<file path="src/rtl/oled_seq_pkg.sv">
package oled_seq_pkg;

  localparam logic [7:0] OP_COL_LO    = 8'h00;
  localparam logic [7:0] OP_COL_HI    = 8'h10;
  localparam logic [7:0] OP_PAGE      = 8'hB0;
  localparam logic [7:0] OP_CONTRAST  = 8'h81;
  localparam logic [7:0] OP_DISP_OFF  = 8'hAE;
  localparam logic [7:0] OP_DISP_DIM  = 8'hAC;
  localparam logic [7:0] OP_DISP_ON   = 8'hAF;
  localparam logic [7:0] OP_SHOW_RAM  = 8'hA4;
  localparam logic [7:0] CONTRAST_RST = 8'h32;

  localparam int SCRIPT_LEN = 34;

  typedef struct packed {
    logic       is_data;
    logic [7:0] val;
  } script_ent_t;

  typedef enum logic [2:0] {
    ST_SCRIPT, ST_WAIT, ST_CLR_POS, ST_CLR_FILL, ST_IDLE, ST_REQ
  } seq_st_t;

  typedef enum logic {RQ_POWER = 1'b0, RQ_CONTRAST = 1'b1} req_kind_t;

  typedef struct packed {
    req_kind_t  kind;
    logic [7:0] arg;
  } req_t;

  function automatic script_ent_t cmd_ent(input logic [7:0] v);
    cmd_ent = '{is_data: 1'b0, val: v};
  endfunction

  // Bring-up script; every entry goes out in command mode.
  function automatic script_ent_t script_at(input int i);
    case (i)
      0:  script_at = cmd_ent(8'h02);  // column low nibble 2
      1:  script_at = cmd_ent(8'h12);  // column high nibble 2
      2:  script_at = cmd_ent(8'h40);  // start line 0
      3:  script_at = cmd_ent(8'h2E);  // scrolling halted
      4:  script_at = cmd_ent(8'h81);  // contrast opcode
      5:  script_at = cmd_ent(8'h32);
      6:  script_at = cmd_ent(8'h82);  // bank brightness opcode
      7:  script_at = cmd_ent(8'h80);
      8:  script_at = cmd_ent(8'hA1);  // segment remap
      9:  script_at = cmd_ent(8'hA6);  // non-inverted
      10: script_at = cmd_ent(8'hA8);  // mux ratio opcode
      11: script_at = cmd_ent(8'h3F);
      12: script_at = cmd_ent(8'hD3);  // vertical offset opcode
      13: script_at = cmd_ent(8'h40);
      14: script_at = cmd_ent(8'hAD);  // supply config opcode
      15: script_at = cmd_ent(8'h8E);  // external supply
      16: script_at = cmd_ent(8'hC8);  // reversed common scan
      17: script_at = cmd_ent(8'hD5);  // clock opcode
      18: script_at = cmd_ent(8'hF0);  // freq 15, divide 0
      19: script_at = cmd_ent(8'hD8);  // colour/power mode opcode
      20: script_at = cmd_ent(8'h05);  // mono, low power
      21: script_at = cmd_ent(8'hD9);  // precharge opcode
      22: script_at = cmd_ent(8'hF1);  // phase2 15, phase1 1
      23: script_at = cmd_ent(8'hDA);  // common pin layout opcode
      24: script_at = cmd_ent(8'h12);  // alternative layout
      25: script_at = cmd_ent(8'hDB);  // deselect level opcode
      26: script_at = cmd_ent(8'h3C);
      27: script_at = cmd_ent(8'h91);  // lookup table opcode
      28: script_at = cmd_ent(8'h3F);
      29: script_at = cmd_ent(8'h3F);
      30: script_at = cmd_ent(8'h3F);
      31: script_at = cmd_ent(8'h3F);
      32: script_at = cmd_ent(8'hAF);  // display on, normal
      default: script_at = cmd_ent(8'hA4);  // show RAM contents
    endcase
  endfunction

endpackage

</file>
<file path="src/rtl/oled_req_fifo.sv">
module oled_req_fifo #(
  parameter int DEPTH = 4,   // power of two
  parameter int W     = 9
) (
  input  logic         clk,
  input  logic         rst,
  input  logic         push,
  input  logic [W-1:0] din,
  input  logic         pop,
  output logic [W-1:0] dout,
  output logic         empty,
  output logic         full
);
  localparam int AW = (DEPTH > 1) ? $clog2(DEPTH) : 1;

  logic [W-1:0]  mem [DEPTH];
  logic [AW-1:0] wr_ptr, rd_ptr;
  logic [AW:0]   cnt;

  assign empty = (cnt == '0);
  assign full  = (cnt == (AW+1)'(DEPTH));
  assign dout  = mem[rd_ptr];

  always_ff @(posedge clk) begin
    if (push) mem[wr_ptr] <= din;
  end

  always_ff @(posedge clk) begin
    if (rst) begin
      wr_ptr <= '0;
      rd_ptr <= '0;
      cnt    <= '0;
    end else begin
      if (push) wr_ptr <= wr_ptr + 1'b1;
      if (pop)  rd_ptr <= rd_ptr + 1'b1;
      case ({push, pop})
        2'b10:   cnt <= cnt + 1'b1;
        2'b01:   cnt <= cnt - 1'b1;
        default: cnt <= cnt;
      endcase
    end
  end


  no_underflow_chk: assert property (@(posedge clk) disable iff (rst)
    pop |-> !empty);

endmodule

</file>
<file path="src/rtl/oled_delay.sv">
module oled_delay #(
  parameter int CYCLES = 1000
) (
  input  logic clk,
  input  logic rst,
  input  logic run,
  output logic expired
);
  localparam int CW = $clog2(CYCLES + 1);
  localparam logic [CW-1:0] LAST = CW'(CYCLES - 1);

  logic [CW-1:0] cnt;

  assign expired = run && (cnt == LAST);

  always_ff @(posedge clk) begin
    if (rst || !run) cnt <= '0;
    else             cnt <= cnt + 1'b1;
  end

endmodule

</file>
<file path="src/rtl/oled_seq_fsm.sv">
module oled_seq_fsm
  import oled_seq_pkg::*;
#(
  parameter int PAGES   = 8,
  parameter int COLS    = 96,
  parameter int COL_OFS = 18
) (
  input  logic       clk,
  input  logic       rst,
  input  logic       tx_ready,
  input  logic       wait_expired,
  input  logic       q_empty,
  input  req_t       q_head,
  output logic       wait_run,
  output logic       q_pop,
  output logic       tx_valid,
  output logic [7:0] tx_byte,
  output logic       tx_cmd,
  output logic       spi_sel,
  output logic       panel_pwr_en,
  output logic [1:0] pwr_level,
  output logic [7:0] contrast,
  output logic       init_done,
  output logic       idle
);
  localparam int IW = $clog2(SCRIPT_LEN);
  localparam int PW = (PAGES > 1) ? $clog2(PAGES) : 1;
  localparam int CW = (COLS > 1) ? $clog2(COLS) : 1;
  localparam logic [IW-1:0] IDX_LAST  = IW'(SCRIPT_LEN - 1);
  localparam logic [PW-1:0] PAGE_LAST = PW'(PAGES - 1);
  localparam logic [CW-1:0] COL_LAST  = CW'(COLS - 1);
  localparam logic [7:0] COL_LO_B = OP_COL_LO | 8'(COL_OFS % 16);
  localparam logic [7:0] COL_HI_B = OP_COL_HI | 8'(COL_OFS / 16);

  seq_st_t       st;
  logic [IW-1:0] idx;
  logic [PW-1:0] page;
  logic [1:0]    pos;
  logic [CW-1:0] col;
  req_t          cur;
  logic          rsub;
  script_ent_t   ent;
  logic          hs;
  logic          req_last;

  assign ent      = script_at(int'(idx));
  assign hs       = tx_valid && tx_ready;
  assign wait_run = (st == ST_WAIT);
  assign idle     = (st == ST_IDLE);
  assign q_pop    = (st == ST_IDLE) && !q_empty;
  assign spi_sel  = tx_valid;
  assign req_last = (cur.kind == RQ_CONTRAST) ? rsub : ((cur.arg == 8'd0) || rsub);

  // Byte decode from registered state only; no input reaches the byte lane.
  always_comb begin
    tx_valid = 1'b0;
    tx_byte  = 8'h00;
    tx_cmd   = 1'b1;
    case (st)
      ST_SCRIPT: begin
        tx_valid = 1'b1;
        tx_byte  = ent.val;
        tx_cmd   = !ent.is_data;
      end
      ST_CLR_POS: begin
        tx_valid = 1'b1;
        case (pos)
          2'd0:    tx_byte = OP_PAGE | 8'(page);
          2'd1:    tx_byte = COL_LO_B;
          default: tx_byte = COL_HI_B;
        endcase
      end
      ST_CLR_FILL: begin
        tx_valid = 1'b1;
        tx_cmd   = 1'b0;
      end
      ST_REQ: begin
        tx_valid = 1'b1;
        if (cur.kind == RQ_CONTRAST)  tx_byte = rsub ? cur.arg : OP_CONTRAST;
        else if (cur.arg == 8'd0)     tx_byte = OP_DISP_OFF;
        else if (rsub)                tx_byte = OP_SHOW_RAM;
        else if (cur.arg == 8'd1)     tx_byte = OP_DISP_DIM;
        else                          tx_byte = OP_DISP_ON;
      end
      default: ;
    endcase
  end

  always_ff @(posedge clk) begin
    if (rst) begin
      st           <= ST_SCRIPT;
      idx          <= '0;
      page         <= '0;
      pos          <= '0;
      col          <= '0;
      cur          <= '0;
      rsub         <= 1'b0;
      panel_pwr_en <= 1'b0;
      pwr_level    <= 2'd0;
      contrast     <= CONTRAST_RST;
      init_done    <= 1'b0;
    end else begin
      case (st)
        ST_SCRIPT: if (hs) begin
          if (idx == IDX_LAST) st <= ST_WAIT;
          else                 idx <= idx + 1'b1;
        end
        ST_WAIT: if (wait_expired) begin
          st   <= ST_CLR_POS;
          page <= '0;
          pos  <= '0;
        end
        ST_CLR_POS: if (hs) begin
          if (pos == 2'd2) begin
            pos <= '0;
            col <= '0;
            st  <= ST_CLR_FILL;
          end else begin
            pos <= pos + 1'b1;
          end
        end
        ST_CLR_FILL: if (hs) begin
          if (col == COL_LAST) begin
            col <= '0;
            if (page == PAGE_LAST) begin
              st        <= ST_IDLE;
              init_done <= 1'b1;
            end else begin
              page <= page + 1'b1;
              st   <= ST_CLR_POS;
            end
          end else begin
            col <= col + 1'b1;
          end
        end
        ST_IDLE: if (!q_empty) begin
          cur  <= q_head;
          rsub <= 1'b0;
          st   <= ST_REQ;
        end
        ST_REQ: if (hs) begin
          if (req_last) begin
            st <= ST_IDLE;
            if (cur.kind == RQ_CONTRAST) begin
              contrast <= cur.arg;
            end else begin
              panel_pwr_en <= (cur.arg != 8'd0);
              pwr_level    <= (cur.arg == 8'd0) ? 2'd0 :
                              (cur.arg == 8'd1) ? 2'd1 : 2'd2;
            end
          end else begin
            rsub <= 1'b1;
          end
        end
        default: st <= ST_IDLE;
      endcase
    end
  end


  hold_stable_chk: assert property (@(posedge clk) disable iff (rst)
    (tx_valid && !tx_ready) |=> (tx_valid && $stable(tx_byte) && $stable(tx_cmd)));


  pwr_gate_chk: assert property (@(posedge clk) disable iff (rst)
    !init_done |-> !panel_pwr_en);


  sel_drop_chk: assert property (@(posedge clk) disable iff (rst)
    $fell(spi_sel) |-> $past(tx_valid && tx_ready));


  wait_quiet_chk: assert property (@(posedge clk) disable iff (rst)
    wait_expired |-> !spi_sel);

endmodule

</file>
<file path="src/rtl/oled_seq_top.sv">
module oled_seq_top
  import oled_seq_pkg::*;
#(
  parameter int CLK_HZ  = 50_000_000,
  parameter int WAIT_MS = 100,
  parameter int PAGES   = 8,
  parameter int COLS    = 96,
  parameter int COL_OFS = 18,
  parameter int QDEPTH  = 4
) (
  input  logic       clk,
  input  logic       rst,
  input  logic       req_valid,
  input  logic       req_kind,
  input  logic [7:0] req_arg,
  output logic       req_ready,
  output logic       tx_valid,
  output logic [7:0] tx_byte,
  output logic       tx_cmd,
  input  logic       tx_ready,
  output logic       spi_sel,
  output logic       panel_pwr_en,
  output logic [1:0] pwr_level,
  output logic [7:0] contrast,
  output logic       init_done,
  output logic       busy
);
  localparam int WAIT_CYC = (CLK_HZ / 1000) * WAIT_MS;
  localparam int REQ_W    = $bits(req_t);

  logic             q_full, q_empty, q_push, q_pop;
  logic [REQ_W-1:0] q_dout;
  logic             wait_run, wait_expired, fsm_idle;
  req_t             q_head;

  assign q_push    = req_valid && !q_full;
  assign req_ready = !q_full;
  assign q_head    = req_t'(q_dout);
  assign busy      = !fsm_idle || !q_empty;

  oled_req_fifo #(.DEPTH(QDEPTH), .W(REQ_W)) u_fifo (
    .clk(clk), .rst(rst), .push(q_push), .din({req_kind, req_arg}),
    .pop(q_pop), .dout(q_dout), .empty(q_empty), .full(q_full)
  );

  oled_delay #(.CYCLES(WAIT_CYC)) u_delay (
    .clk(clk), .rst(rst), .run(wait_run), .expired(wait_expired)
  );

  oled_seq_fsm #(.PAGES(PAGES), .COLS(COLS), .COL_OFS(COL_OFS)) u_fsm (
    .clk(clk), .rst(rst), .tx_ready(tx_ready), .wait_expired(wait_expired),
    .q_empty(q_empty), .q_head(q_head), .wait_run(wait_run), .q_pop(q_pop),
    .tx_valid(tx_valid), .tx_byte(tx_byte), .tx_cmd(tx_cmd), .spi_sel(spi_sel),
    .panel_pwr_en(panel_pwr_en), .pwr_level(pwr_level), .contrast(contrast),
    .init_done(init_done), .idle(fsm_idle)
  );


  full_ready_chk: assert property (@(posedge clk) disable iff (rst)
    (req_valid && !req_ready) |=> !$past(q_push));

endmodule

</file>
<file path="config.mk">
export PLATFORM = sky130hd
export DESIGN_NAME = oled_seq_top
export DESIGN_NICKNAME = d
export VERILOG_FILES = /design/src/rtl/oled_seq_pkg.sv /design/src/rtl/oled_req_fifo.sv /design/src/rtl/oled_delay.sv /design/src/rtl/oled_seq_fsm.sv /design/src/rtl/oled_seq_top.sv
export SDC_FILE = /design/constraint.sdc
export NUM_CORES = 1
export LEC_CHECK = 0
export BUFFER_PORTS_ARGS = -buffer_cell sky130_fd_sc_hd__buf_2
export CAP_MARGIN = 5
export CELL_PAD_IN_SITES_DETAIL_PLACEMENT = 0
export CELL_PAD_IN_SITES_GLOBAL_PLACEMENT = 1
export CORE_MARGIN = 2
export CORE_UTILIZATION = 51
export CTS_CLUSTER_DIAMETER = 80
export DETAILED_ROUTE_END_ITERATION = 10
export GPL_TIMING_DRIVEN = 0
export HOLD_SLACK_MARGIN = 0.12
export PLACE_DENSITY = 0.84
export SYNTH_ARGS = -nofsm -noshare
export SYNTH_HDL_FRONTEND = slang
export SYNTH_SLANG_ARGS = --single-unit
</file>
<file path="constraint.sdc">
create_clock -name clk -period 8.1 [get_ports clk]
set_clock_uncertainty 0.15 [all_clocks]
set_input_delay 0.81 -clock clk [delete_from_list [all_inputs] [get_ports clk]]
set_output_delay 0.81 -clock clk [all_outputs]
set_load 0.01 [all_outputs]
</file>
==> results.md <==
- Hold Crit Class: register to register
- Post-Synth XOR/XNOR Area: 4.46%
- Worst path arrival time: 2.50 ns
- CTS Buf Count: 17
- Synth Area in Compound Gates: 13.6%
- Largest net degree at the start of global routing: 17
- 1st-pass router iterations: 6
- Vias/cell: 5.65
- Cell area power density: 211 mW/mm^2
- Via count: 4471
- Max Cap Viol: 0
- First-pass GRT wire length: 20800 um
- Worst vdd ir: 0.217 mV
- Syn_nets: 617
- Avg Synthesized Cell Area: 9.75 um^2
- Actual slew at the worst max-slew pin: 1.05 ns
- Vias in the first global route: 4203
- Final wirelength: 12600 um
- CTS root buf: clkbuf_8
- Fillers: 940
- Leakage power: 2.44 nW
- Drt wl/cell: 15.9 um
- H-tree Lvls: 4
- Final hold vios: 0
- Placed Area: 0.00605 mm^2
- GPL Wtd Cong: 0.894
- Die Span X: 110 um
- Ant. Diodes: 0
- Worst-path clk slew: 0.06 ns
- CP required: 7.14 ns
- CP Max Fanout: 7
- Overflow after GRT: 0
- Status: finished clean
- Hold Path Origin: u_fsm.contrast[3]
- DR iter-0 viols: 366
- Post-synth ARST share: 0%
- Rows: 38
- Core ar.: 0.0109 mm^2
- RSZ-0062 raised after global routing: no
- Top cell type's share of synthesized area: 28.5%
- Cts hold-fix bufs: 0
- EDFF count, synth: 36
- Achievable frequency: 289 MHz
- Final setup vio count: 0
- Cells after synthesis: 584
- R2r startpoint: u_fsm.st[2]
- TritonCTS clock tree: done
- Die Area: 0.0120 mm^2
- Post-Syn Area: 0.00569 mm^2
- Final Critical Period: 3.46 ns
- I/O Buffers: 36
- CP Launch Type: register
- Worst Setup End Kind: output pin
- Period utilisation layout: 42.7%
- Yosys cell types: 67
- Finished Core Util: 60.6%
- # DRC: 0
- Clock sink count: 117
- Most common flop cell mapped by yosys: dfxtp_1
- Number of nets in the layout: 672
- Largest cells by area after synthesis: dfxtp_1 28%, edfxtp_1 19%, ha_1 4.2%
- Clock buffer depth: 2
- Final TNS setup: 0 ns
- Post-synthesis sequential area ratio: 47.5%
- Initial Util: 52.3%
- Worst setup startpoint: u_fsm.cur[6]
- Design area: 0.00660 mm^2
- Post-synth top area cell: dfxtp_1
- Layout cells sized above 1: 16.4%
- Adder-Cell Fraction of Synth Area: 4.53%
- Hpwl dp: 8840 um
- Multiplexer share of the synthesized area: 5.16%
- Slew Limit Fails: 0
- Warnings, synthesis: 0
- Max-slew headroom: 29.5%
- Chip height: 110 um
- Synthesis-to-layout area growth: 15.9%
- Total track usage: 22.7%
- Clk Latency, worst-skew pair: 0.53 ns
- Crit path kind: register to output pin
- Largest family of logic cells by synthesized area: simple AND/OR/NAND/NOR gates
- Post-synthesis simple-gate area fraction: 20.4%
- Antenna Violating Nets Remaining: 0
- Post-cts resize count: 0
- Initial antenna violation count: 0
- #FFs+latches synth: 117
- Postcts setup bufs: 0
- I/O pins: 38
==> stage by stage <==
step                      hold WS, ns  cells  setup WS, ns  power, mW
after floorplan                 0.280    584          5.10      0.684
after global placement          0.290    760          4.23      0.705
after detailed placement        0.298    760          4.21      0.708
after CTS                       0.307    792          4.60       1.40
after global routing            0.317    792          4.37       1.44
final                           0.305    792          4.64       1.39
==> routing by layer <==
metal  vias up  GRT usage (%)  wire, um
met1      2113           31.2      6150
met3        15           6.70       524
li1       2231              -         -
met5         -              0         0
met4         0           8.59       176
met2       112           34.0      5720
==> final timing paths <==
path | depth (start not counted) | to | slack [ns]
worst max register to register | 11 | u_fifo.cnt[2] | 4.88
worst min register to register | 2 | u_fsm.contrast[3] | 0.31
worst max-delay path | 7 | tx_byte[3] | 4.64
worst min-delay path | 2 | u_fsm.contrast[3] | 0.31
==> cell usage after synthesis, types with 6 or more instances <==
master	instances
ha_1	19
buf_2	8
inv_1	23
a21oi_1	47
and3_1	15
clkbuf_1	14
mux4_2	9
xnor2_1	11
nand4_1	9
dfxtp_1	81
edfxtp_1	36
xor2_1	18
nor2_1	63
nand2_1	55
or3_1	6
a211oi_1	6
o21ai_0	22
nor3_1	12
nor2b_1	6
nand3_1	22
==> worst max-delay path, stage by stage (launching register included) <==
cell and delay, ns:
dfxtp_1 0.36, or4_1 0.58, nor4_4 0.31, nand2_1 0.14, a21oi_1 0.16, a31oi_1 0.06
o21ai_0 0.19, buf_2 0.16
==> cell usage in the layout, fill, tap and decap left out, drive strengths merged, types with 6 or more instances in the layout <==
cell,instances
a21oi,47
clkbuf,32
xnor2,11
inv,36
nand3,22
and3,15
edfxtp,36
nand2,55
buf,51
nand4,9
o21ai,24
dfxtp,81
nor3,12
nor2,63
mux4,9
or3,6
ha,19
xor2,18
a211oi,7
nor2b,6
==> layout make-up <==
cell class / instances / area, um^2 / area share, %
Tap cell: 140 / 175 / 2.65
Sequential cell: 117 / 2700 / 41.0
Buffer: 30 / 148 / 2.24
Clock inverter: 15 / 136 / 2.07
Timing Repair Buffer: 36 / 180 / 2.73
Multi-Input combinational cell: 410 / 2740 / 41.5
Clock buffer: 17 / 414 / 6.28
Inverter: 27 / 101 / 1.54
==> logic make-up after synthesis <==
logic type	after synthesis
compound gates	121
xor+xnor	29
fa+ha+maj	20
buf+inv	57
flops	117
mux	17
simple gates	223
==> flip-flops by register name, summed over array words and instances (netlist names) <==
name,flops
u_fifo.mem,36
u_delay.cnt,23
u_fsm.cur,9
u_fsm.contrast,8
u_fsm.ent,8
u_fsm.col,7
u_fsm.idx,6
u_fifo.cnt,3
u_fsm.page,3
u_fsm.st,3
u_fifo.rd_ptr,2
u_fifo.wr_ptr,2
u_fsm.pos,2
u_fsm.pwr_level,2
u_fsm.init_done,1
u_fsm.panel_pwr_en,1
u_fsm.rsub,1
==> where the power goes <==
group	internal (mW)	switching [mW]	total [mW]
sequential	0.618	0.00643	0.625
clock	0.389	0.307	0.697
combinational	0.0278	0.0433	0.0711
total	1.04	0.357	1.39
Power figures use the tool's default switching activity.
